**config.mk**
```make
export PLATFORM = sky130hd
export DESIGN_NAME = uart_stat_reg
export DESIGN_NICKNAME = d
export VERILOG_FILES = /design/src/rtl/uart_stat_pkg.sv /design/src/rtl/err_tally.sv /design/src/rtl/status_flag.sv /design/src/rtl/uart_stat_reg.sv
export SDC_FILE = /design/constraint.sdc
export NUM_CORES = 1
export LEC_CHECK = 0
export ABC_AREA = 1
export BUFFER_PORTS_ARGS = -buffer_cell sky130_fd_sc_hd__buf_4
export CAP_MARGIN = 20
export CORE_UTILIZATION = 30
export DETAILED_ROUTE_END_ITERATION = 10
export GPL_TIMING_DRIVEN = 0
export PLACE_DENSITY_LB_ADDON = 0.25
export SLEW_MARGIN = 5
export SYNTH_ARGS = -nofsm -noshare
export SYNTH_HDL_FRONTEND = slang
export SYNTH_HIERARCHICAL = 1
export SYNTH_SLANG_ARGS = --single-unit
```
**constraint.sdc**
```tcl
create_clock -name clk -period 3.7 [get_ports clk]
set_input_delay 0.37 -clock clk [delete_from_list [all_inputs] [get_ports clk]]
set_output_delay 0.37 -clock clk [all_outputs]
set_load 0.01 [all_outputs]
```
**src/rtl/uart_stat_pkg.sv**
```systemverilog
package uart_stat_pkg;

    localparam int FIFO_DEPTH = 16;
    localparam int SHOW_W     = $clog2(FIFO_DEPTH);
    localparam int TALLY_W    = SHOW_W + 1;
    localparam int NUM_FLAGS  = 6;
    localparam int NUM_KINDS  = 2;

    // flag index k -> status bit position
    // k: 0 rx_ready, 1 rx_full, 2 brk, 3 tx_empty, 4 tx_end, 5 rx_error
    localparam logic [NUM_FLAGS-1:0] FLAG_RST = 6'b011000;

    typedef struct packed {
        logic ferr;
        logic perr;
    } err_tag_t;

    typedef struct packed {
        logic [SHOW_W-1:0] par_cnt;
        logic [SHOW_W-1:0] frm_cnt;
        logic [3:0]        flags_hi;
        logic              head_ferr;
        logic              head_perr;
        logic [1:0]        flags_lo;
    } stat_word_t;

    function automatic int flag_pos(input int k);
        case (k)
            0:       return 0;
            1:       return 1;
            2:       return 4;
            3:       return 5;
            4:       return 6;
            default: return 7;
        endcase
    endfunction

    function automatic logic tag_sel(input err_tag_t t, input int kind);
        return (kind == 0) ? t.perr : t.ferr;
    endfunction

endpackage

```
**src/rtl/err_tally.sv**
```systemverilog
module err_tally #(
    parameter int DEPTH = 16,
    localparam int CW   = $clog2(DEPTH) + 1
) (
    input  logic          clk,
    input  logic          rst,
    input  logic          push,
    input  logic          push_tag,
    input  logic          pop,
    input  logic          pop_tag,
    output logic [CW-1:0] count
);
    logic          inc, dec;
    logic [CW-1:0] nxt;

    assign inc = push && push_tag;
    assign dec = pop && pop_tag;

    always_comb begin
        nxt = count;
        if (inc && !dec)      nxt = count + CW'(1);
        else if (dec && !inc) nxt = count - CW'(1);
    end

    always_ff @(posedge clk) begin
        if (rst) count <= '0;
        else     count <= nxt;
    end

    // tally never exceeds the FIFO depth
    assert_tally_bound_R2: assert property (@(posedge clk) disable iff (rst)
        count <= CW'(DEPTH));

    // no FIFO traffic means the tally holds
    assert_tally_hold_R3: assert property (@(posedge clk) disable iff (rst)
        (!push && !pop) |=> $stable(count));

    // a lone tagged push raises the tally by one
    assert_tally_inc_R2: assert property (@(posedge clk) disable iff (rst)
        (push && push_tag && !pop) |=> (count == $past(count) + CW'(1)));

endmodule

```
**src/rtl/status_flag.sv**
```systemverilog
module status_flag #(
    parameter logic RST_VAL = 1'b0
) (
    input  logic clk,
    input  logic rst,
    input  logic set,
    input  logic rd,
    input  logic wr,
    input  logic wr_bit,
    output logic flag
);
    logic seen;
    logic clr_ok;
    logic flag_nxt;

    assign clr_ok = wr && !wr_bit && seen;

    always_comb begin
        if (set)         flag_nxt = 1'b1;
        else if (clr_ok) flag_nxt = 1'b0;
        else             flag_nxt = flag;
    end

    always_ff @(posedge clk) begin
        if (rst) begin
            flag <= RST_VAL;
            seen <= 1'b0;
        end else begin
            flag <= flag_nxt;
            if (!flag_nxt)       seen <= 1'b0;
            else if (rd && flag) seen <= 1'b1;
        end
    end

    // a flag goes from 0 to 1 only through a set pulse
    assert_rise_by_event_R7: assert property (@(posedge clk) disable iff (rst)
        $rose(flag) |-> $past(set));

    // a flag falls only after an armed zero write without a set pulse
    assert_fall_needs_read_R8: assert property (@(posedge clk) disable iff (rst)
        $fell(flag) |-> $past(seen && wr && !wr_bit && !set));

    // a set pulse always leaves the flag high
    assert_set_wins_R9: assert property (@(posedge clk) disable iff (rst)
        set |=> flag);

    // the permission latch is never held while the flag is low
    assert_seen_drops_R10: assert property (@(posedge clk) disable iff (rst)
        !flag |-> !seen);

endmodule

```
**src/rtl/uart_stat_reg.sv**
```systemverilog
module uart_stat_reg
    import uart_stat_pkg::*;
(
    input  logic        clk,
    input  logic        rst,
    input  logic        cpu_rd,
    input  logic        cpu_wr,
    input  logic [15:0] cpu_wdata,
    output logic [15:0] cpu_rdata,
    input  logic        fifo_push,
    input  logic        push_perr,
    input  logic        push_ferr,
    input  logic        fifo_pop,
    input  logic        head_perr,
    input  logic        head_ferr,
    input  logic        fifo_empty,
    input  logic        ev_rx_error,
    input  logic        ev_tx_end,
    input  logic        ev_tx_empty,
    input  logic        ev_brk,
    input  logic        ev_rx_full,
    input  logic        ev_rx_ready
);
    err_tag_t               push_tag, head_tag;
    logic [TALLY_W-1:0]     tally [NUM_KINDS];
    logic [NUM_FLAGS-1:0]   ev_vec, flag_vec;
    stat_word_t             word;
    logic                   unused_wbits;

    assign push_tag = '{ferr: push_ferr, perr: push_perr};
    assign head_tag = '{ferr: head_ferr, perr: head_perr};
    assign ev_vec   = {ev_rx_error, ev_tx_end, ev_tx_empty,
                       ev_brk, ev_rx_full, ev_rx_ready};
    assign unused_wbits = ^{cpu_wdata[15:8], cpu_wdata[3:2]};

    generate
        for (genvar k = 0; k < NUM_KINDS; k++) begin : g_tally
            err_tally #(.DEPTH(FIFO_DEPTH)) u_tally (
                .clk      (clk),
                .rst      (rst),
                .push     (fifo_push),
                .push_tag (tag_sel(push_tag, k)),
                .pop      (fifo_pop),
                .pop_tag  (tag_sel(head_tag, k)),
                .count    (tally[k])
            );
        end

        for (genvar f = 0; f < NUM_FLAGS; f++) begin : g_flag
            status_flag #(.RST_VAL(FLAG_RST[f])) u_flag (
                .clk    (clk),
                .rst    (rst),
                .set    (ev_vec[f]),
                .rd     (cpu_rd),
                .wr     (cpu_wr),
                .wr_bit (cpu_wdata[flag_pos(f)]),
                .flag   (flag_vec[f])
            );
        end
    endgenerate

    always_comb begin
        word.par_cnt   = tally[0][SHOW_W-1:0];
        word.frm_cnt   = tally[1][SHOW_W-1:0];
        word.flags_hi  = flag_vec[5:2];
        word.head_ferr = head_tag.ferr && !fifo_empty;
        word.head_perr = head_tag.perr && !fifo_empty;
        word.flags_lo  = flag_vec[1:0];
    end

    assign cpu_rdata = word;

    // the tally byte moves only with FIFO traffic, never with writes
    assert_upper_hold_R5: assert property (@(posedge clk) disable iff (rst)
        (!fifo_push && !fifo_pop) |=> $stable(cpu_rdata[15:8]));

    // head tag bits are dark while the FIFO is empty
    assert_empty_dark_R6: assert property (@(posedge clk) disable iff (rst)
        fifo_empty |-> (cpu_rdata[3:2] == 2'b00));

endmodule

```
Yosys cells after proc, flatten, opt, wreduce, memory -nomap -nowiden. Index checks and enable logic that the tools add are counted.

Bits of input ports: 33. Register bits after elaboration: 22. Output and inout port bits: 16. Logic and storage cells: 87.

$add $sub $neg: 4. Reduce and logical (&&, ||, !) cells: 47. Mux-type cells: 16. Bitwise logic cells: 6.

Operators by type and width (count): 1-bit logical AND (28); 5-bit two-way mux (4); 1-bit two-way mux (12); 2-bit OR reduction (6); 1-bit zero test (11); 5-bit by 1-bit adder with 5-bit output, second input constant (2); 5-bit by 1-bit subtractor with 5-bit output, second input constant (2); 1-bit inverter (6); 2-bit nonzero test (2).

Depth between registers and ports, before layout. Gate-level depths: netlist (run 1).

Depth in word-level cells: 7. Depth in mapped cells: 12. Mapped depth without buffers: 12.

Cells and area by module. Netlist (run 1), hierarchy kept.

By module, submodules not included: err_tally (cells each 54, sequential area each 100.1 um2, times used 2, area each 359.1 um2); status_flag (g_flag[0].u_flag ...) (cells each 12, sequential area each 40.0 um2, times used 4, area each 85.1 um2); status_flag (g_flag[3].u_flag ...) (cells each 13, sequential area each 40.0 um2, times used 2, area each 88.8 um2); uart_stat_reg (cells each 4, sequential area each 0.0 um2, times used 1, area each 15.0 um2).

Worst setup path after synthesis (run 1). OpenSTA, ideal clock, no wires.

Kind: input -> register. From: in fifo_push. To: reg g_tally[0].u_tally.count[4]. Path buffers: 0. Library setup time: 109 ps. Path slack: 2110 ps. Arrival time: 1481 ps. Stages on the path: 10. Required time: 3591 ps. Cell sequence: nand2_1 inv_1 ha_1 inv_1 ha_1 or2_1 nand3_1 nand3_1 nand2_1 inv_1.

Word-level cells in the longest chain between the ends: 4. Elaborated cells between the ends (all ways): 6. Those cells by class: 1 x mux; 5 x reduce/logical.

RTL lines: from (decl) (line uart_stat_reg.sv:10) `input logic fifo_push,`; 1-bit logical AND * (line err_tally.sv:16) `assign inc = push && push_tag;`; 1-bit zero test (line err_tally.sv:22) `else if (dec && !inc) nxt = count - CW'(1);`; 1-bit logical AND (line err_tally.sv:22); 2-bit nonzero test (no source line); to (signal assigned) (line err_tally.sv:27) `else count <= nxt;`; to (decl) (line err_tally.sv:11) `output logic [CW-1:0] count`.

Mark *: on every way between the ends. The rest lies on a longest branch, timed or not. A chain may end at the register's enable or synchronous reset.

Final worst setup path (run 1).
From: in fifo_push. To: reg g_tally[0].u_tally.count[3].

The elaborated chain is that of the path after synthesis.

==> results.rst, run 1 <==
.. list-table::
   :header-rows: 1

   * - Metric
     - Value
   * - Outcome
     - finished clean
   * - WP data arrival
     - around 1.6 ns
   * - Timing-limited maximum frequency
     - 699 MHz
   * - Clock edge transition at the registers on the reported setup and hold paths
     - about 0.11 ns
   * - Required @ worst endpoint
     - between 3 and 4 ns
   * - Pint
     - roughly 0.35 mW
   * - Post-route core utilization
     - a little over two fifths
   * - Hold crit path type
     - in2reg
   * - Fill cell total of the finished layout
     - between 300 and 400
   * - 1st-iter DRT viols
     - 16
   * - CTS tree
     - yes
   * - Syn Inst Count
     - ~150
   * - Crit share post-route
     - roughly two fifths
   * - Class of the most critical setup path
     - in2reg
   * - Total of hold buffers inserted after clock tree synthesis
     - 0
   * - Number of gates resized after CTS
     - 0
   * - Total count of hold-check failures in the final report
     - 0
   * - Post-detailed-route via-to-cell ratio
     - 4.01
   * - Ports placed on the boundary
     - 49
   * - Global-route total usage across every layer
     - a little under an eighth
   * - Die H
     - around 62 µm
   * - TritonCTS buffer count
     - 3
   * - Routed length per instance
     - between 8 and 9 µm
   * - Area enclosed by the die boundary
     - 0.00384 mm²
   * - Residual antenna-violating net count after detailed routing
     - 0
   * - Max clock buf depth
     - 2
   * - Clk network pwr share
     - about a fifth
   * - Tmin final
     - ~1.4 ns
   * - Final total negative setup slack
     - 0 ns
   * - Post-synthesis cell area
     - 0.00108 mm²
   * - YS warnings
     - 6
   * - Share of total power in sequential cells
     - around 50%
   * - CTS Root Buffer Type
     - sky130_fd_sc_hd__clkbuf_4
   * - Initial antenna violation count
     - 0
   * - Net switching fraction of the power
     - approximately 31%
   * - Worst Clk Skew
     - slightly above 0.001 ns
   * - Vias in the first global route
     - between 800 and 900
   * - Clock latency on the worst-skew pair
     - between 0.2 and 0.3 ns
   * - Placed instance count
     - 236
   * - Highest net fanout along the worst path
     - 4
   * - Final weighted congestion in routability-driven placement
     - between 0.7 and 0.8
   * - Maximum ir drop on the vdd rail
     - approximately 140 µV
   * - Total iterations of the first detailed-routing run
     - 4
   * - Layout net count
     - 238
   * - Total power per unit cell area
     - ~360 mW/mm²
   * - Max Cap Viol
     - 0
   * - Setup repair after global routing missed its margin
     - no
   * - Count of buffers added by post-CTS timing repair for setup
     - 0
   * - Remaining global-route overflow
     - 0
   * - Element type at the critical path end
     - flip-flop
   * - Count of inserted antenna diode cells
     - 0
   * - Net load switching power
     - 0.160 mW
   * - Combinational cell fraction of total power
     - 30.5%
   * - Total wirelength of the detailed-routed design
     - 1970 µm
   * - Commonest cells after routing, fill and taps aside
     - sky130_fd_sc_hd__buf_4 (38), sky130_fd_sc_hd__inv_1 (36), sky130_fd_sc_hd__nand2_1 (34)
   * - Port Buf Inserts
     - 38
   * - Via count
     - between 900 and 1k
   * - Half-perimeter wire length after placement
     - roughly 1500 µm
   * - Final cell count without fillers
     - between 200 and 250
   * - Horizontal extent of the die
     - about 62 µm
   * - Residual DRC count
     - 0
   * - Setup-violating endpoint count in the final report
     - 0
   * - Total clock sinks
     - 20
   * - Headroom to the max-slew limit
     - between 80% and 90%
   * - Post-Synthesis Net Count
     - slightly below 200
   * - FF+latch area
     - ~400 µm²
   * - Area overhead of the layout relative to synthesis
     - 33.9%
   * - Wire length of the first global-routing pass
     - roughly 3400 µm
   * - Fraction of layout cells with a size suffix above 1
     - between 20% and 30%
   * - Actual slew at the worst max-slew pin
     - slightly above 0.2 ns
   * - Core footprint
     - between 0.003 and 0.004 mm²
   * - CTS H-Tree Depth
     - 1
   * - Largest net degree at the start of global routing
     - 15
   * - Starting density of the core
     - 31.8%
   * - Critical Path Start Type
     - primary input
   * - Average size of a mapped cell
     - around 7.1 µm²
   * - Static Leak
     - about 0.84 nW
   * - Max-slew violation count
     - 0
   * - Row Count
     - 21
   * - Area taken by multi-input logic gates
     - 536 µm²
   * - Most common cell after layout, fill and taps aside
     - sky130_fd_sc_hd__buf_4
[state kept, by name, indices dropped and copies added, names as in the netlist]
name                   cells
g_flag.u_flag/seen         6
g_tally.u_tally/count      8
g_flag.u_flag/flag         6
[path summary, 6_finish.rpt]
path	depth (start not counted)	slack [ns]	to	startpoint
setup / recovery	11	2.27	g_tally[0].u_tally/count[3]	fifo_push
hold / removal	3	0.29	g_flag[3].u_flag/flag	ev_tx_empty
setup reg to reg	4	2.41	g_tally[0].u_tally/count[2]	g_tally[0].u_tally/count[0]
hold reg to reg	2	0.50	g_flag[0].u_flag/seen	g_flag[0].u_flag/seen
[power by group through the flow]
stage	Sequential (mW)	Clock [mW]	Combinational [mW]
floorplan	0.265	0	0.0894
global placement	0.260	0	0.157
detailed placement	0.260	0	0.159
CTS	0.255	0.109	0.159
global route	0.259	0.120	0.184
finish	0.255	0.102	0.157
[area by class of cell]
type,instances,area share (%)
multi-input combinational,94,37.1
sequential,20,27.7
timing repair buffer,38,19.8
inverter,38,9.88
tap,46,3.99
clock buffer,3,1.56
[critical path: stages]
cell	delay [ns]
sky130_fd_sc_hd__buf_4	0.11
sky130_fd_sc_hd__nand2_1	0.05
sky130_fd_sc_hd__inv_1	0.04
sky130_fd_sc_hd__ha_1	0.18
sky130_fd_sc_hd__inv_1	0.14
sky130_fd_sc_hd__ha_1	0.28
sky130_fd_sc_hd__or2_1	0.23
sky130_fd_sc_hd__nand3_1	0.08
sky130_fd_sc_hd__nand3_1	0.07
sky130_fd_sc_hd__nand2_1	0.06
sky130_fd_sc_hd__inv_1	0.03
[layer usage]
metal	track usage [%]	routed length, µm
met2	18.7	811
met1	16.0	1030
met5	0	0
met4	4.76	12
met3	2.48	119
[per-stage QoR]
stage	hold slack, ns	instance area (µm²)	power, mW	worst slack (ns)
finish	0.293	1440	0.513	2.27
global route	0.299	1440	0.564	2.16
CTS	0.284	1440	0.524	2.27
detailed placement	0.477	1420	0.419	1.94
global placement	0.474	1420	0.417	1.95
floorplan	0.439	1080	0.354	2.17
Power figures use the tool's default switching activity.
==> run 2: changes to the inputs <==
clock period = 1.35 ns   (was 3.7 ns; I/O delays follow)
==> run 2 against run 1 <==
Clock power grew to 2.7 times the previous value. Sequential share of layout area is 0.12 points higher. Clock-buffer cell count stayed put. Largest cell class unchanged. Worst hold slack worse by 0.24 ns.
==> results.rst, run 2 (synthesis gave the netlist of run 1 again) <==
.. list-table::
   :header-rows: 1

   * - Metric
     - Value
   * - Actual slew at the worst max-slew pin
     - a little under 0.2 ns
   * - Layout net count
     - approximately 240
   * - Maximum ir drop on the vdd rail
     - ~370 µV
   * - Flip-flop count of the largest register, all copies and words added
     - 8
   * - Most common cell after layout, fill and taps aside
     - sky130_fd_sc_hd__buf_4
   * - Initial antenna violation count
     - 0
   * - Ports placed on the boundary
     - 49
   * - Total clock sinks
     - 20
   * - Final total negative setup slack
     - 0 ns
   * - Timing-limited maximum frequency
     - around 790 MHz
   * - Final non-filler cell area
     - approximately 0.0014 mm²
   * - Required @ worst endpoint
     - roughly 1.5 ns
   * - Count of inserted antenna diode cells
     - 0
   * - Starting density of the core
     - a little under a third
   * - Die H
     - a little over 60 µm
   * - Worst Clk Skew
     - about 0.001 ns
   * - Cells traversed along the worst timing path
     - fa_1 > xor2_1 > o21ai_0 > inv_1
   * - 1st-iter DRT viols
     - 16
   * - Area overhead of the layout relative to synthesis
     - 34.1%
   * - Residual antenna-violating net count after detailed routing
     - 0
   * - Total iterations of the first detailed-routing run
     - 4
   * - Via count
     - approximately 960
   * - Static Leak
     - 0.842 nW
   * - Total wirelength of the detailed-routed design
     - between 1500 and 2000 µm
   * - Post-route core utilization
     - about 43%
   * - TritonCTS buffer count
     - 3
   * - Vias in the first global route
     - roughly 830
   * - WP data arrival
     - around 1.5 ns
   * - Fraction of layout cells with a size suffix above 1
     - 28.5%
   * - Largest net degree at the start of global routing
     - 15
   * - Cell with the largest stage delay on the worst path
     - sky130_fd_sc_hd__fa_1
   * - Port Buf Inserts
     - 38
   * - Max clock buf depth
     - 2
   * - Overall power after layout
     - approximately 1.4 mW
   * - Half-perimeter wire length after placement
     - between 1500 and 2000 µm
   * - Total count of hold-check failures in the final report
     - 0
   * - Residual DRC count
     - 0
   * - Commonest cells after routing, fill and taps aside
     - sky130_fd_sc_hd__buf_4 (38), sky130_fd_sc_hd__inv_1 (36), sky130_fd_sc_hd__nand2_1 (34)
   * - FF+latch area
     - roughly 400 µm²
   * - CTS H-Tree Depth
     - 1
   * - Post-detailed-route via-to-cell ratio
     - between 4 and 5
   * - Setup-violating endpoint count in the final report
     - 0
   * - Critical Path Start Type
     - flip-flop
   * - Global-route total usage across every layer
     - 11.9%
   * - CTS Root Buffer Type
     - sky130_fd_sc_hd__clkbuf_4
   * - Post-Place Worst Slack
     - -0.180 ns
   * - Wire length of the first global-routing pass
     - 3350 µm
   * - Post-DP Area
     - approximately 0.0014 mm²
   * - Max-slew violation count
     - 0
   * - Largest Register
     - g_tally.u_tally/count
   * - CTS tree
     - yes
   * - Area enclosed by the die boundary
     - about 0.0038 mm²
   * - Row Count
     - 21
   * - Class of the most critical setup path
     - reg2reg
   * - Crit-path leading delay family
     - adder cells
   * - Hold crit path type
     - in2reg
   * - Fill cell total of the finished layout
     - between 300 and 400
   * - Registers with the most flip-flops
     - g_tally.u_tally/count (8), g_flag.u_flag/flag (6), g_flag.u_flag/seen (6)
   * - Setup repair after global routing missed its margin
     - no
   * - Tmin final
     - about 1.3 ns
   * - Total of hold buffers inserted after clock tree synthesis
     - 0
   * - Crit path largest cell delay
     - around 0.44 ns
   * - Crit share post-route
     - 93.3%
   * - Final worst-path setup slack
     - around 0.091 ns
   * - Horizontal extent of the die
     - between 60 and 70 µm
   * - Buffers plus inverters on the worst setup path
     - 1
   * - Routed length per instance
     - just over 8 µm
   * - Area taken by multi-input logic gates
     - 536 µm²
   * - Element type at the critical path end
     - flip-flop
   * - Clock edge transition at the registers on the reported setup and hold paths
     - between 0.1 and 0.15 ns
   * - Outcome
     - finished clean
   * - Headroom to the max-slew limit
     - between 80% and 90%
   * - Core footprint
     - roughly 0.0034 mm²
   * - Final weighted congestion in routability-driven placement
     - ~0.71
   * - Total power per unit cell area
     - slightly below 1000 mW/mm²
   * - Remaining global-route overflow
     - 0
   * - Highest net fanout along the worst path
     - 4
   * - Clock latency on the worst-skew pair
     - ~0.29 ns
   * - Max Cap Viol
     - 0
==> run 2: cell types whose count changed in the layout (fill, tap and decap cells not counted) <==
cell / before / now
sky130_fd_sc_hd__dfxtp_1: 20 / 18
sky130_fd_sc_hd__o21ai_1: 0 / 1
sky130_fd_sc_hd__o21ai_0: 2 / 1
sky130_fd_sc_hd__dfxtp_2: 0 / 2
==> run 2: power by group <==
part / switching, mW / internal [mW]
clock: 0.175 / 0.104
sequential: 0.0523 / 0.648
combinational: 0.212 / 0.218
total: 0.439 / 0.970
==> run 2: path summary, 6_finish.rpt <==
| check | startpoint | endpoint | slack [ns] | depth (start not counted) |
|---|---|---|---|---|
| min reg2reg | g_flag[0].u_flag/seen | g_flag[0].u_flag/seen | 0.50 | 2 |
| max | g_tally[1].u_tally/count[0] | g_tally[1].u_tally/count[2] | 0.09 | 4 |
| max reg2reg | g_tally[1].u_tally/count[0] | g_tally[1].u_tally/count[2] | 0.09 | 4 |
| min | ev_tx_empty | g_flag[3].u_flag/flag | 0.06 | 3 |
==> run 2: layout make-up <==
cell class                      count  area share (%)
Multi-Input combinational cell     94            37.0
Sequential cell                    20            27.9
Timing Repair Buffer               38            19.7
Inverter                           38            9.86
Tap cell                           46            3.98
Clock buffer                        3            1.56
==> run 2: through the flow <==
step                      hold WS (ns)  instances
after floorplan                  0.204        152
after CTS                       0.0490        239
after global routing            0.0642        239
after global placement           0.364        236
final                           0.0581        239
after detailed placement         0.367        236
==> run 2: timing repair <==
action | in CTS | in global routing
buffers inserted | 0 | 0
endpoints found under the setup margin | 0 | 1
gates resized for setup | 0 | 3
==> run 2: layer usage <==
metal	up-vias	GRT usage (%)	share of wire (%)
met5	-	0	0
met4	0	4.76	0.61
met3	2	2.48	6.0
met2	32	18.7	41
met1	392	16.0	52
li1	532	-	-
==> run 2: tightest hold or removal path, cell delays in order <==
cell                      delay (ns)
sky130_fd_sc_hd__buf_4          0.08
sky130_fd_sc_hd__inv_1          0.05
sky130_fd_sc_hd__nand3_1        0.07
==> run 3: changes to the inputs <==
SYNTH_HIERARCHICAL = not set   (was 1)
==> run 3 against run 2 <==
Flip-flop and latch count unchanged. Global-route usage up 0.25 points. First-iteration DRC count up 31%. Core utilization down 0.41 points. Worst hold slack worse by 0.035 ns. Via count up 1.6%. Worst setup slack worse by 0.0093 ns. Clock power about the same. Highest routed layer unchanged.
==> results.rst, run 3 <==
.. list-table::
   :header-rows: 1

   * - Metric
     - Value
   * - Post-route core utilization
     - between 40% and 50%
   * - Cell with the largest stage delay on the worst path
     - sky130_fd_sc_hd__fa_1
   * - Outcome
     - finished clean
   * - FF+latch area
     - about 400 µm²
   * - Maximum ir drop on the vdd rail
     - 461 µV
   * - Leading cell type by number of instances after synthesis
     - sky130_fd_sc_hd__nand2_1
   * - TritonCTS buffer count
     - 3
   * - Total wirelength of the detailed-routed design
     - around 2100 µm
   * - Post-DP Area
     - between 0.001 and 0.0015 mm²
   * - Class of the most critical setup path
     - reg2reg
   * - Ports placed on the boundary
     - 49
   * - Crit path largest cell delay
     - between 0.4 and 0.5 ns
   * - Element type at the critical path end
     - flip-flop
   * - Remaining global-route overflow
     - 0
   * - Area enclosed by the die boundary
     - between 0.003 and 0.004 mm²
   * - Commonest cells after routing, fill and taps aside
     - sky130_fd_sc_hd__buf_4 (43), sky130_fd_sc_hd__nand2_1 (26), sky130_fd_sc_hd__inv_1 (24)
   * - Most used routing layer
     - met2
   * - Number of unique standard cell types used by synthesis
     - 17
   * - Headroom to the max-slew limit
     - ~87%
   * - Main synth FF type
     - sky130_fd_sc_hd__dfxtp_1
   * - Post-Place Worst Slack
     - -0.208 ns
   * - Total of hold buffers inserted after clock tree synthesis
     - 0
   * - Worst Clk Skew
     - 0.00126 ns
   * - Row Count
     - 21
   * - Tmin final
     - 1.27 ns
   * - Syn Inst Count
     - around 140
   * - Critical Path Start Type
     - flip-flop
   * - Fill cell total of the finished layout
     - 372
   * - Most common cell after layout, fill and taps aside
     - sky130_fd_sc_hd__buf_4
   * - Cells traversed along the worst timing path
     - fa_1 > xor2_1 > o21ai_0 > inv_1
   * - Number of stages on the worst setup path
     - 4
   * - Total power per unit cell area
     - ~980 mW/mm²
   * - Worst R2R Setup Slack
     - slightly above 0.08 ns
   * - Setup repair after global routing missed its margin
     - no
   * - Max Cap Viol
     - 0
   * - Flip-flop and latch count after synthesis
     - 20
   * - Registers with the most flip-flops
     - g_tally.u_tally.count (8), g_flag.u_flag.flag (6), g_flag.u_flag.seen (6)
   * - Via count
     - between 900 and 1k
   * - Global-route met2 utilization
     - between 10% and 20%
   * - Post-Synthesis Net Count
     - between 150 and 200
   * - Die H
     - just over 60 µm
   * - Residual antenna-violating net count after detailed routing
     - 0
   * - Yosys top cell area share
     - 37.7%
   * - CTS Root Buffer Type
     - sky130_fd_sc_hd__clkbuf_4
   * - Port Buf Inserts
     - 37
   * - Overall power after layout
     - ~1.4 mW
   * - Area overhead of the layout relative to synthesis
     - 33.8%
   * - Vias in the first global route
     - roughly 860
   * - Buffers plus inverters on the worst setup path
     - 1
   * - Async S/R FF share, synth
     - 0%
   * - WP data arrival
     - 1.47 ns
   * - Sequential fraction of the synthesis area
     - a little under two fifths
   * - Horizontal extent of the die
     - ~62 µm
   * - Post-synthesis cell area
     - around 0.0011 mm²
   * - Post-detailed-route via-to-cell ratio
     - 4.29
   * - CP Capture Point
     - g_tally[0].u_tally.count[2]
   * - Placed instance count
     - 224
   * - Fraction of layout cells with a size suffix above 1
     - 28.2%
   * - Final worst-path setup slack
     - ~0.08 ns
   * - Max clock buf depth
     - 2
   * - Largest net degree at the start of global routing
     - 11
   * - Largest Register
     - g_tally.u_tally.count
   * - Total count of hold-check failures in the final report
     - 0
   * - Residual DRC count
     - 0
   * - CTS H-Tree Depth
     - 1
   * - Routed length per instance
     - about 9.3 µm
   * - Average size of a mapped cell
     - approximately 7.5 µm²
   * - Required @ worst endpoint
     - about 1.6 ns
   * - Starting density of the core
     - a little under a third
   * - Final cell count without fillers
     - approximately 230
   * - Met1 track demand over resource in global routing
     - 15.2%
   * - Timing-limited maximum frequency
     - ~790 MHz
   * - Global-route total usage across every layer
     - between 10 and 15%
   * - Highest net fanout along the worst path
     - 5
   * - Total clock sinks
     - 20
   * - Top cells by area in the synthesized netlist
     - sky130_fd_sc_hd__dfxtp_1 (38%), sky130_fd_sc_hd__nand2_1 (9.2%), sky130_fd_sc_hd__inv_1 (8.8%)
   * - Half-perimeter wire length after placement
     - between 1500 and 2000 µm
   * - Worst slack on hold paths
     - about 0.023 ns
   * - Final total negative setup slack
     - 0 ns
   * - Crit-path leading delay family
     - adder cells
   * - Library cell occupying the most area in the post-synthesis netlist
     - sky130_fd_sc_hd__dfxtp_1
   * - Initial antenna violation count
     - 0
   * - Crit share post-route
     - 94.0%
   * - Final non-filler cell area
     - 0.00142 mm²
   * - Clock edge transition at the registers on the reported setup and hold paths
     - about 0.11 ns
   * - Wire length of the first global-routing pass
     - approximately 3400 µm
   * - Layout net count
     - between 200 and 250
   * - Critical register-to-register path startpoint
     - g_tally[0].u_tally.count[0]
   * - 1st-iter DRT viols
     - 21
   * - Static Leak
     - between 0.7 and 0.8 nW
   * - Routing usage on met3
     - 2.73%
   * - Clock latency on the worst-skew pair
     - roughly 0.29 ns
   * - Area taken by multi-input logic gates
     - approximately 500 µm²
   * - Core footprint
     - between 0.003 and 0.004 mm²
   * - Hold crit path type
     - in2reg
   * - Worst reg2reg path endpoint
     - g_tally[0].u_tally.count[2]
   * - Total iterations of the first detailed-routing run
     - 3
   * - Actual slew at the worst max-slew pin
     - 0.198 ns
   * - Post-synth EDFFs
     - 0
   * - Top cell types by occurrence after synthesis
     - sky130_fd_sc_hd__nand2_1 (26), sky130_fd_sc_hd__inv_1 (25), sky130_fd_sc_hd__dfxtp_1 (20)
   * - Final weighted congestion in routability-driven placement
     - ~0.81
   * - Count of inserted antenna diode cells
     - 0
   * - Setup-violating endpoint count in the final report
     - 0
   * - Flip-flop count of the largest register, all copies and words added
     - 8
   * - CTS tree
     - yes
   * - Cell count of the worst reg-to-reg path
     - 4
   * - Worst setup path startpoint
     - g_tally[0].u_tally.count[0]
   * - Max-slew violation count
     - 0
   * - YS warnings
     - 0
## run 3: repair_timing
item,CTS,global route
endpoints found under the setup margin,0,2
gates resized for setup,0,2
setup buffers,0,0
## run 3: power breakdown
part,internal [mW],switching (mW)
registers,0.644,0.0488
logic,0.215,0.198
clock network,0.104,0.177
## run 3: final cells by class
cell class	count	area share [%]
Tap cell	46	4.05
Buffer	8	4.75
Timing Repair Buffer	37	19.5
Clock buffer	3	1.58
Multi-Input combinational cell	88	35.2
Inverter	25	6.60
Sequential cell	20	28.3
## run 3: worst min-delay path by stage
stage | startpoint | to | slack [ns] | cells past startpoint
floorplan | ev_tx_empty | g_flag[3].u_flag.flag | 0.23 | 2
global placement | ev_tx_empty | g_flag[3].u_flag.flag | 0.33 | 3
detailed placement | ev_tx_empty | g_flag[3].u_flag.flag | 0.34 | 3
CTS | ev_tx_empty | g_flag[3].u_flag.flag | 0.02 | 3
global route | ev_tx_empty | g_flag[3].u_flag.flag | 0.03 | 3
finish | ev_tx_empty | g_flag[3].u_flag.flag | 0.02 | 3
## run 3: worst min-delay path: stages
cell and delay (ns):
sky130_fd_sc_hd__buf_4 0.08, sky130_fd_sc_hd__a21oi_1 0.04, sky130_fd_sc_hd__nand2_1 0.05
## run 3: cells by family (layout without fill, tap and decap cells)
family / after synthesis / after routing / synth area share (%)
xor gates and xnor gates: 3 / 3 / 2.47
and+or+nand+nor: 53 / 53 / 21.1
adders and majority gates: 8 / 8 / 10.8
AOI/OAI and AO/OA: 24 / 24 / 12.7
DFF: 20 / 20 / 37.7
buffers and inverters: 33 / 73 / 15.2
## run 3: metal layers
| layer | vias up | part of all wire, % |
|---|---|---|
| met5 | - | 0 |
| met2 | 30 | 46 |
| met3 | 2 | 6.8 |
| met4 | 0 | 0.71 |
| li1 | 525 | - |
| met1 | 416 | 46 |
